--- config.mk ---
export PLATFORM = sky130hd
export DESIGN_NAME = frame_fetch_dma
export DESIGN_NICKNAME = d
export VERILOG_FILES = /design/src/rtl/ffd_pkg.sv /design/src/rtl/ffd_regs.sv /design/src/rtl/ffd_fifo.sv /design/src/rtl/ffd_engine.sv /design/src/rtl/frame_fetch_dma.sv
export SDC_FILE = /design/constraint.sdc
export NUM_CORES = 1
export LEC_CHECK = 0
export CAP_MARGIN = 40
export CORE_ASPECT_RATIO = 0.9
export CORE_MARGIN = 3
export CORE_UTILIZATION = 45
export DETAILED_ROUTE_END_ITERATION = 7
export PLACE_DENSITY = 0.73
export SLEW_MARGIN = 15
export SYNTH_ARGS = -nofsm -noshare
export SYNTH_HDL_FRONTEND = slang
export SYNTH_HIERARCHICAL = 1
export SYNTH_SLANG_ARGS = --single-unit
--- constraint.sdc ---
create_clock -name clk_i -period 7.2 [get_ports clk_i]
set_input_delay 1.08 -clock clk_i [delete_from_list [all_inputs] [get_ports clk_i]]
set_output_delay 1.08 -clock clk_i [all_outputs]
set_load 0.005 [all_outputs]
--- src/rtl/ffd_pkg.sv ---
package ffd_pkg;
  localparam int NUM_BUF  = 2;
  localparam int LEN_W    = 5;
  localparam int CODE_W   = 3;
  localparam logic [CODE_W-1:0] MAX_CODE = 3'd4;

  localparam logic [2:0] REG_CTRL   = 3'd0;
  localparam logic [2:0] REG_RASTER = 3'd1;
  localparam logic [2:0] REG_STAT   = 3'd2;
  localparam logic [2:0] REG_DESC   = 3'd3;  // start0, last0, start1, last1

  localparam int ST_SYNC  = 2;
  localparam int ST_UFLOW = 5;
  localparam int ST_EOF   = 8;  // 8 + buffer index

  typedef enum logic [1:0] {E_IDLE, E_REQ, E_DATA} eng_state_e;

  typedef struct packed {
    logic              dual_en;
    logic              eof_ie;
    logic [CODE_W-1:0] burst_code;
    logic              raster_en;
  } ctrl_t;

  function automatic logic [LEN_W-1:0] burst_words(input logic [CODE_W-1:0] code);
    burst_words = LEN_W'(1) << code;
  endfunction
endpackage

--- src/rtl/ffd_regs.sv ---
module ffd_regs
  import ffd_pkg::*;
#(
  parameter int AW = 32
) (
  input  logic                          clk_i,
  input  logic                          rst_ni,
  input  logic                          we_i,
  input  logic [2:0]                    addr_i,
  input  logic [31:0]                   wdata_i,
  input  logic [NUM_BUF-1:0]            eof_set_i,
  input  logic                          uflow_set_i,
  input  logic                          sync_set_i,
  output ctrl_t                         ctrl_o,
  output logic [NUM_BUF-1:0][AW-1:0]    base_o,
  output logic [NUM_BUF-1:0][AW-1:0]    ceil_o,
  output logic [9:0]                    status_o,
  output logic                          irq_o
);
  ctrl_t              ctrl_q;
  logic [NUM_BUF-1:0] eof_q;
  logic               uflow_q, sync_q;
  logic               clr;

  assign clr = we_i && (addr_i == REG_STAT);

  always_ff @(posedge clk_i or negedge rst_ni) begin
    if (!rst_ni) begin
      ctrl_q <= '0;
    end else if (we_i) begin
      if (addr_i == REG_CTRL) begin
        ctrl_q.dual_en    <= wdata_i[0];
        ctrl_q.eof_ie     <= wdata_i[2];
        ctrl_q.burst_code <= wdata_i[6:4];
      end
      if (addr_i == REG_RASTER) ctrl_q.raster_en <= wdata_i[0];
    end
  end

  for (genvar b = 0; b < NUM_BUF; b++) begin : g_desc
    logic [AW-1:0] base_r, ceil_r;
    always_ff @(posedge clk_i or negedge rst_ni) begin
      if (!rst_ni) begin
        base_r <= '0;
        ceil_r <= '0;
      end else if (we_i) begin
        if (addr_i == REG_DESC + 3'(2*b))     base_r <= wdata_i[AW-1:0];
        if (addr_i == REG_DESC + 3'(2*b + 1)) ceil_r <= wdata_i[AW-1:0];
      end
    end
    assign base_o[b] = base_r;
    assign ceil_o[b] = ceil_r;

    // set wins over a same-cycle clear
    always_ff @(posedge clk_i or negedge rst_ni) begin
      if (!rst_ni) eof_q[b] <= 1'b0;
      else         eof_q[b] <= eof_set_i[b] | (eof_q[b] & ~(clr & wdata_i[ST_EOF+b]));
    end
  end

  always_ff @(posedge clk_i or negedge rst_ni) begin
    if (!rst_ni) begin
      uflow_q <= 1'b0;
      sync_q  <= 1'b0;
    end else begin
      uflow_q <= uflow_set_i | (uflow_q & ~(clr & wdata_i[ST_UFLOW]));
      sync_q  <= sync_set_i  | (sync_q  & ~(clr & wdata_i[ST_SYNC]));
    end
  end

  assign ctrl_o   = ctrl_q;
  assign status_o = {eof_q[1], eof_q[0], 2'b00, uflow_q, 2'b00, sync_q, 2'b00};
  assign irq_o    = ctrl_q.eof_ie & (|eof_q);
endmodule

--- src/rtl/ffd_fifo.sv ---
module ffd_fifo #(
  parameter int DW    = 32,
  parameter int DEPTH = 32,
  localparam int PW   = $clog2(DEPTH),
  localparam int CW   = PW + 1
) (
  input  logic          clk_i,
  input  logic          rst_ni,
  input  logic          flush_i,
  input  logic          push_i,
  input  logic [DW-1:0] wdata_i,
  input  logic          pop_i,
  output logic [DW-1:0] rdata_o,
  output logic          valid_o,
  output logic [CW-1:0] free_o
);
  logic [DW-1:0] mem_q [DEPTH];
  logic [PW-1:0] wp_q, rp_q;
  logic [CW-1:0] cnt_q;
  logic          do_push, do_pop;

  assign do_push = push_i && !flush_i && (cnt_q != CW'(DEPTH));
  assign do_pop  = pop_i  && !flush_i && (cnt_q != '0);

  always_ff @(posedge clk_i) begin
    if (do_push) mem_q[wp_q] <= wdata_i;
  end

  always_ff @(posedge clk_i or negedge rst_ni) begin
    if (!rst_ni) begin
      wp_q  <= '0;
      rp_q  <= '0;
      cnt_q <= '0;
    end else if (flush_i) begin
      wp_q  <= '0;
      rp_q  <= '0;
      cnt_q <= '0;
    end else begin
      if (do_push) wp_q <= wp_q + PW'(1);
      if (do_pop)  rp_q <= rp_q + PW'(1);
      case ({do_push, do_pop})
        2'b10:   cnt_q <= cnt_q + CW'(1);
        2'b01:   cnt_q <= cnt_q - CW'(1);
        default: cnt_q <= cnt_q;
      endcase
    end
  end

  assign rdata_o = mem_q[rp_q];
  assign valid_o = (cnt_q != '0);
  assign free_o  = CW'(DEPTH) - cnt_q;
endmodule

--- src/rtl/ffd_engine.sv ---
module ffd_engine
  import ffd_pkg::*;
#(
  parameter int AW  = 32,
  parameter int FCW = 6
) (
  input  logic                       clk_i,
  input  logic                       rst_ni,
  input  logic                       raster_en_i,
  input  logic                       dual_en_i,
  input  logic [CODE_W-1:0]          burst_code_i,
  input  logic [NUM_BUF-1:0][AW-1:0] base_i,
  input  logic [NUM_BUF-1:0][AW-1:0] ceil_i,
  input  logic [FCW-1:0]             fifo_free_i,
  output logic                       mem_req_o,
  input  logic                       mem_gnt_i,
  output logic [AW-1:0]              mem_addr_o,
  output logic [LEN_W-1:0]           mem_len_o,
  input  logic                       mem_rvalid_i,
  output logic                       push_o,
  output logic [NUM_BUF-1:0]         eof_set_o,
  output logic [AW-1:0]              act_ceil_o
);
  eng_state_e       state_q;
  logic             cur_q, nxt;
  logic [AW-1:0]    addr_q, ceil_q;
  logic [LEN_W-1:0] beats_q, blen, len;
  logic             last_q, legal, rem_le, buf_done;
  logic [AW-1:0]    rem_words;

  assign legal     = (burst_code_i <= MAX_CODE);
  assign blen      = burst_words(burst_code_i);
  assign rem_words = ((ceil_q - addr_q) >> 2) + AW'(1);
  assign rem_le    = (rem_words <= AW'(blen));
  assign len       = rem_le ? rem_words[LEN_W-1:0] : blen;
  assign nxt       = dual_en_i ? ~cur_q : 1'b0;

  assign mem_req_o  = (state_q == E_REQ) && raster_en_i && legal &&
                      (32'(fifo_free_i) >= 32'(len));
  assign mem_addr_o = addr_q;
  assign mem_len_o  = len;
  assign act_ceil_o = ceil_q;
  assign push_o     = (state_q == E_DATA) && mem_rvalid_i && raster_en_i;
  assign buf_done   = (state_q == E_DATA) && mem_rvalid_i &&
                      (beats_q == LEN_W'(1)) && last_q;

  for (genvar b = 0; b < NUM_BUF; b++) begin : g_eof
    assign eof_set_o[b] = buf_done && (cur_q == 1'(b));
  end

  always_ff @(posedge clk_i or negedge rst_ni) begin
    if (!rst_ni) begin
      state_q <= E_IDLE;
      cur_q   <= 1'b0;
      addr_q  <= '0;
      ceil_q  <= '0;
      beats_q <= '0;
      last_q  <= 1'b0;
    end else begin
      case (state_q)
        E_IDLE: begin
          cur_q <= 1'b0;
          if (raster_en_i) begin
            addr_q  <= base_i[0];
            ceil_q  <= ceil_i[0];
            state_q <= E_REQ;
          end
        end
        E_REQ: begin
          if (!raster_en_i) begin
            state_q <= E_IDLE;
          end else if (mem_req_o && mem_gnt_i) begin
            beats_q <= len;
            last_q  <= rem_le;
            state_q <= E_DATA;
          end
        end
        E_DATA: begin
          if (mem_rvalid_i) begin
            beats_q <= beats_q - LEN_W'(1);
            if (beats_q == LEN_W'(1)) begin
              // descriptors are sampled only when a buffer starts
              if (last_q) begin
                cur_q  <= nxt;
                addr_q <= base_i[nxt];
                ceil_q <= ceil_i[nxt];
              end else begin
                addr_q <= addr_q + AW'(4);
              end
              state_q <= raster_en_i ? E_REQ : E_IDLE;
            end else begin
              addr_q <= addr_q + AW'(4);
            end
          end
        end
        default: state_q <= E_IDLE;
      endcase
    end
  end
endmodule

--- src/rtl/frame_fetch_dma.sv ---
module frame_fetch_dma
  import ffd_pkg::*;
#(
  parameter int AW         = 32,
  parameter int DW         = 32,
  parameter int FIFO_DEPTH = 32,
  localparam int FCW       = $clog2(FIFO_DEPTH) + 1
) (
  input  logic          clk_i,
  input  logic          rst_ni,
  input  logic          reg_we_i,
  input  logic [2:0]    reg_addr_i,
  input  logic [31:0]   reg_wdata_i,
  input  logic          sync_lost_i,
  output logic          mem_req_o,
  input  logic          mem_gnt_i,
  output logic [AW-1:0] mem_addr_o,
  output logic [4:0]    mem_len_o,
  input  logic          mem_rvalid_i,
  input  logic [DW-1:0] mem_rdata_i,
  input  logic          pix_rd_i,
  output logic          pix_valid_o,
  output logic [DW-1:0] pix_data_o,
  output logic [9:0]    status_o,
  output logic          irq_o
);
  ctrl_t                      ctrl;
  logic [NUM_BUF-1:0][AW-1:0] base, ceil;
  logic [NUM_BUF-1:0]         eof_set;
  logic [FCW-1:0]             fifo_free;
  logic [AW-1:0]              act_ceil;
  logic                       push, uflow_set, raster_en;
  logic [CODE_W-1:0]          burst_code;

  assign raster_en  = ctrl.raster_en;
  assign burst_code = ctrl.burst_code;
  assign uflow_set  = raster_en && pix_rd_i && !pix_valid_o;

  ffd_regs #(.AW(AW)) u_regs (
    .clk_i, .rst_ni,
    .we_i(reg_we_i), .addr_i(reg_addr_i), .wdata_i(reg_wdata_i),
    .eof_set_i(eof_set), .uflow_set_i(uflow_set), .sync_set_i(sync_lost_i),
    .ctrl_o(ctrl), .base_o(base), .ceil_o(ceil),
    .status_o, .irq_o
  );

  ffd_engine #(.AW(AW), .FCW(FCW)) u_eng (
    .clk_i, .rst_ni,
    .raster_en_i(raster_en), .dual_en_i(ctrl.dual_en), .burst_code_i(burst_code),
    .base_i(base), .ceil_i(ceil), .fifo_free_i(fifo_free),
    .mem_req_o, .mem_gnt_i, .mem_addr_o, .mem_len_o, .mem_rvalid_i,
    .push_o(push), .eof_set_o(eof_set), .act_ceil_o(act_ceil)
  );

  ffd_fifo #(.DW(DW), .DEPTH(FIFO_DEPTH)) u_fifo (
    .clk_i, .rst_ni,
    .flush_i(!raster_en), .push_i(push), .wdata_i(mem_rdata_i),
    .pop_i(pix_rd_i), .rdata_o(pix_data_o), .valid_o(pix_valid_o),
    .free_o(fifo_free)
  );
endmodule

==> impl_metrics.yaml <==
drt:
  wl_um: 132000
  via_count: 30200
  postRouteAntennaNets: 0
  drc_errors: 0
  wl_per_cell_um: 26.3
  drt_iter0_markers: 3559
  firstDrtPassIters: 6
  viasPerCell: 6.01
layout:
  n_fill_cell: 8774
  nets: 3480
  syn_to_final_growth_pct: 18.0
  drive_gt1_frac: 0.263
timing:
  worst_pin_slew_ps: 946
  drv_slew: 0
  setup_viol: 0
  clock_skew_ps: 82.0
  max-slew-margin-rel: 0.370
  finalCritPeriodShare: 0.989
  whs_ps: 286
  layout_min_cycle_time_ps: 7120
  rsz0062_at_grt: "true"
  max_freq_ghz: 0.140
  hold_viol: 0
clocking:
  root_buffer: "clkbuf_16"
  tritoncts_num_sinks: 1251
  htreeDepth: 3
  numCtsBuffers: 120
  clock_latency_ps: 780
  clockBufferDepth: 3
  cts_tree: "built"
  path_clk_slew_ps: 60
grt:
  overflow: 0
  grt_pass1_vias: 29700
  antenna_found_initial: 2
  grt_pass1_wl_um: 195000
  grt_start_max_net_pins: 157
  grt_use_total: 0.218
synthesis:
  syn_area_per_cell_um2: 17.0
  ys_async_sr_fraction: 0.181
  ys_seq_area_frac: 0.695
  syn-cell-area_um2: 52400
  synth_area_leaders: "edfxtp_1 (59%), mux4_2 (11%), dfrtp_1 (11%)"
  ys_ff_latch: 1251
  synth-edff-count: 1024
  synthFlopType: "edfxtp_1"
  synth.top_cell.area_share: 0.587
  yosysWarnings: 6
  ys_types: 87
  synth_top_cell_by_area: "edfxtp_1"
  syn_inst: 3073
pwr:
  total_power_w: 0.0220
  cellPowerDensity_nw_per_um2: 356
  ir_worst_vdd_v: 0.000312
  leakagePower_nw: 20.3
placement:
  io_buffers: 149
  gp_congestion: 0.866
  dp_hpwl_um: 77700
worst_setup_path:
  arrival_ps: 6040
  max_stage_delay_ps: 530
  crit_path_max_fanout: 5
  worstSetupStartpointType: "flop"
  cp_slowest_cell: "or4_4"
  worstSetupPathType: "reg -> out"
  cp-end-kind: "output pin"
  worstPathCellList: "ha_4 -> a21o_1 -> a21o_1 -> buf_4 -> o21a_1 -> nor3_1 -> xnor2_1 -> nand3_1 -> buf_4 -> nor4b_4 -> nand2_2 -> xnor2_1 -> or4_4 -> nor4_4 -> buf_6 -> mux2_4 -> ha_4 -> a21oi_2 -> nor2b_1 -> o21ai_1 -> nand2b_1 -> a211oi_2 -> nor4bb_4 -> buf_2"
  worst_ep_required_time_ps: 6120
floorplan:
  die_w_um: 366
  core_area_um2: 115000
  initial_utilization: 0.454
  fp-row-count: 118
  io_pins: 156
  die_height_um: 330
  die_area_um2: 121000
hold_path:
  hp-class: "in -> async"
run:
  cap_viol_max_count: 0
run_status:
  status: "completed"
state kept, by name, summed over array words and instances (netlist names):
name and count:
u_fifo/wp_q 5, u_eng/beats_q 5, u_regs/g_desc.ceil_r 64, u_fifo/mem_q 1024, u_regs/sync_q 1, u_regs/uflow_q 1
u_regs/ctrl_o 6, u_regs/status_o 2, u_eng/cur_q 1, u_fifo/rp_q 5, u_regs/g_desc.base_r 64, u_eng/last_q 1
u_eng/act_ceil_o 32, u_fifo/cnt_q 6, u_eng/mem_addr_o 32, u_eng/state_q 2
area by class of cell:
class	instances	area, um2	area share
diodes	1	2.50	0.0000405
clock buffers	140	3130	0.0506
clock inverters	89	868	0.0140
inverters	71	267	0.00431
multi-input cells	1579	15700	0.254
flip-flops and latches	1251	36400	0.589
well taps	1560	1950	0.0316
repair buffers	332	3450	0.0558
cells in the final DEF (no fill, tap or decap), types with 10 or more instances in the layout:
cell type and count:
edfxtp_1 1024, mux4_2 256, dfrtp_1 224, clkdlybuf4s50_1 147, nand2_1 146, o22ai_1 142, buf_4 124, clkbuf_16 121
nor2_1 112, mux2_2 109, a21oi_1 100, inv_1 65, nand3_1 56, o21ai_0 44, mux2i_1 44, clkinv_1 42
xnor2_1 37, nor4_1 34, ha_1 34, nor2_4 33, nor3_1 32, buf_8 31, mux2_4 31, nand4_1 23
xor2_1 21, o211ai_1 21, a31oi_1 19, nand2b_1 17, clkbuf_1 16, clkinv_2 16, buf_16 13, and3_1 12
bufinv_16 11, and2_1 11, ha_4 11, a21o_1 10, a32oi_1 10
final timing paths:
| kind | endpoint | slack, ps | from | cells after the start |
|---|---|---|---|---|
| max | mem_req_o | 80 | u_eng/act_ceil_o[2] | 24 |
| min | u_regs/status_o[9] | 290 | rst_ni | 1 |
| min in group clk_i | u_regs/g_desc[1].ceil_r[24] | 500 | u_regs/g_desc[1].ceil_r[24] | 1 |
| min reg2reg | u_regs/g_desc[1].ceil_r[24] | 500 | u_regs/g_desc[1].ceil_r[24] | 1 |
| max reg2reg | u_eng/beats_q[3] | 950 | u_eng/act_ceil_o[2] | 30 |
| max in group asynchronous | u_regs/g_desc[1].ceil_r[29] | 5540 | rst_ni | 2 |
cell families (layout without fill, tap and decap cells):
group | count (synthesis) | count (layout) | share of synthesized area
flip-flops | 1251 | 1251 | 0.695
AND/OR/NAND/NOR | 569 | 569 | 0.0547
multiplexers | 444 | 444 | 0.152
AO/OA/AOI/OAI | 442 | 442 | 0.0536
buffers and inverters | 248 | 632 | 0.0213
XOR/XNOR | 67 | 67 | 0.0112
adder cells (fa/ha/maj) | 51 | 51 | 0.0122
other | 1 | 7 | 0.0000716
worst max-delay path: cells and delay by family (launching register included):
family,cells,cell delay (ps)
flip-flops,1,410
buffers and inverters,4,680
adder cells (fa/ha/maj),2,520
AO/OA/AOI/OAI,6,820
multiplexers,1,330
AND/OR/NAND/NOR,9,2240
XOR/XNOR,2,350
where the power goes:
| part | total, W | leakage (nW) | internal (W) | switching [W] |
|---|---|---|---|---|
| combinational | 0.00713 | 6.47 | 0.00327 | 0.00385 |
| sequential | 0.00858 | 11.9 | 0.00822 | 0.000365 |
| clock | 0.00631 | 1.92 | 0.00353 | 0.00278 |
| total | 0.0220 | 20.3 | 0.0150 | 0.00700 |
metrics by stage:
stage / TNS, ps / instances / utilization / setup WS, ps / area (um2)
final: 0 / 5023 / 0.536 / 80.9 / 61800
after global routing: -223 / 5022 / 0.536 / -223 / 61800
after CTS: 0 / 4996 / 0.531 / 21.9 / 61200
after detailed placement: 0 / 4756 / 0.493 / 69.1 / 56900
after global placement: 0 / 4716 / 0.487 / 79.2 / 56200
after floorplan: 0 / 3078 / - / 797 / 52400
layer usage:
metal	global-route usage	routed length (um)	up-vias
met5	0	11	-
met4	0.0743	4330	2
met3	0.0423	11900	241
met2	0.337	61300	1462
met1	0.312	54300	15600
li1	-	-	12800
timing repair:
| action | 4_1_cts | 5_1_grt |
|---|---|---|
| endpoints found under the setup margin | 1 | 1 |
| resized for setup | 56 | 68 |
| pin swaps | 27 | 39 |
| hold buffers | 0 | 0 |
| gates cloned | 0 | 0 |
| setup buffers | 12 | 16 |
synth_stat cells (all sizes together) (25+ instances only):
cell type  count
edfxtp      1024
mux4         256
dfrtp        227
nand2        152
nor2         147
o22ai        144
mux2         140
a21oi        110
clkbuf       100
buf           77
inv           71
nand3         58
o21ai         58
ha            51
mux2i         48
xnor2         42
nor4          39
nor3          34
xor2          25
No activity file was read; power rests on OpenSTA's default activity.
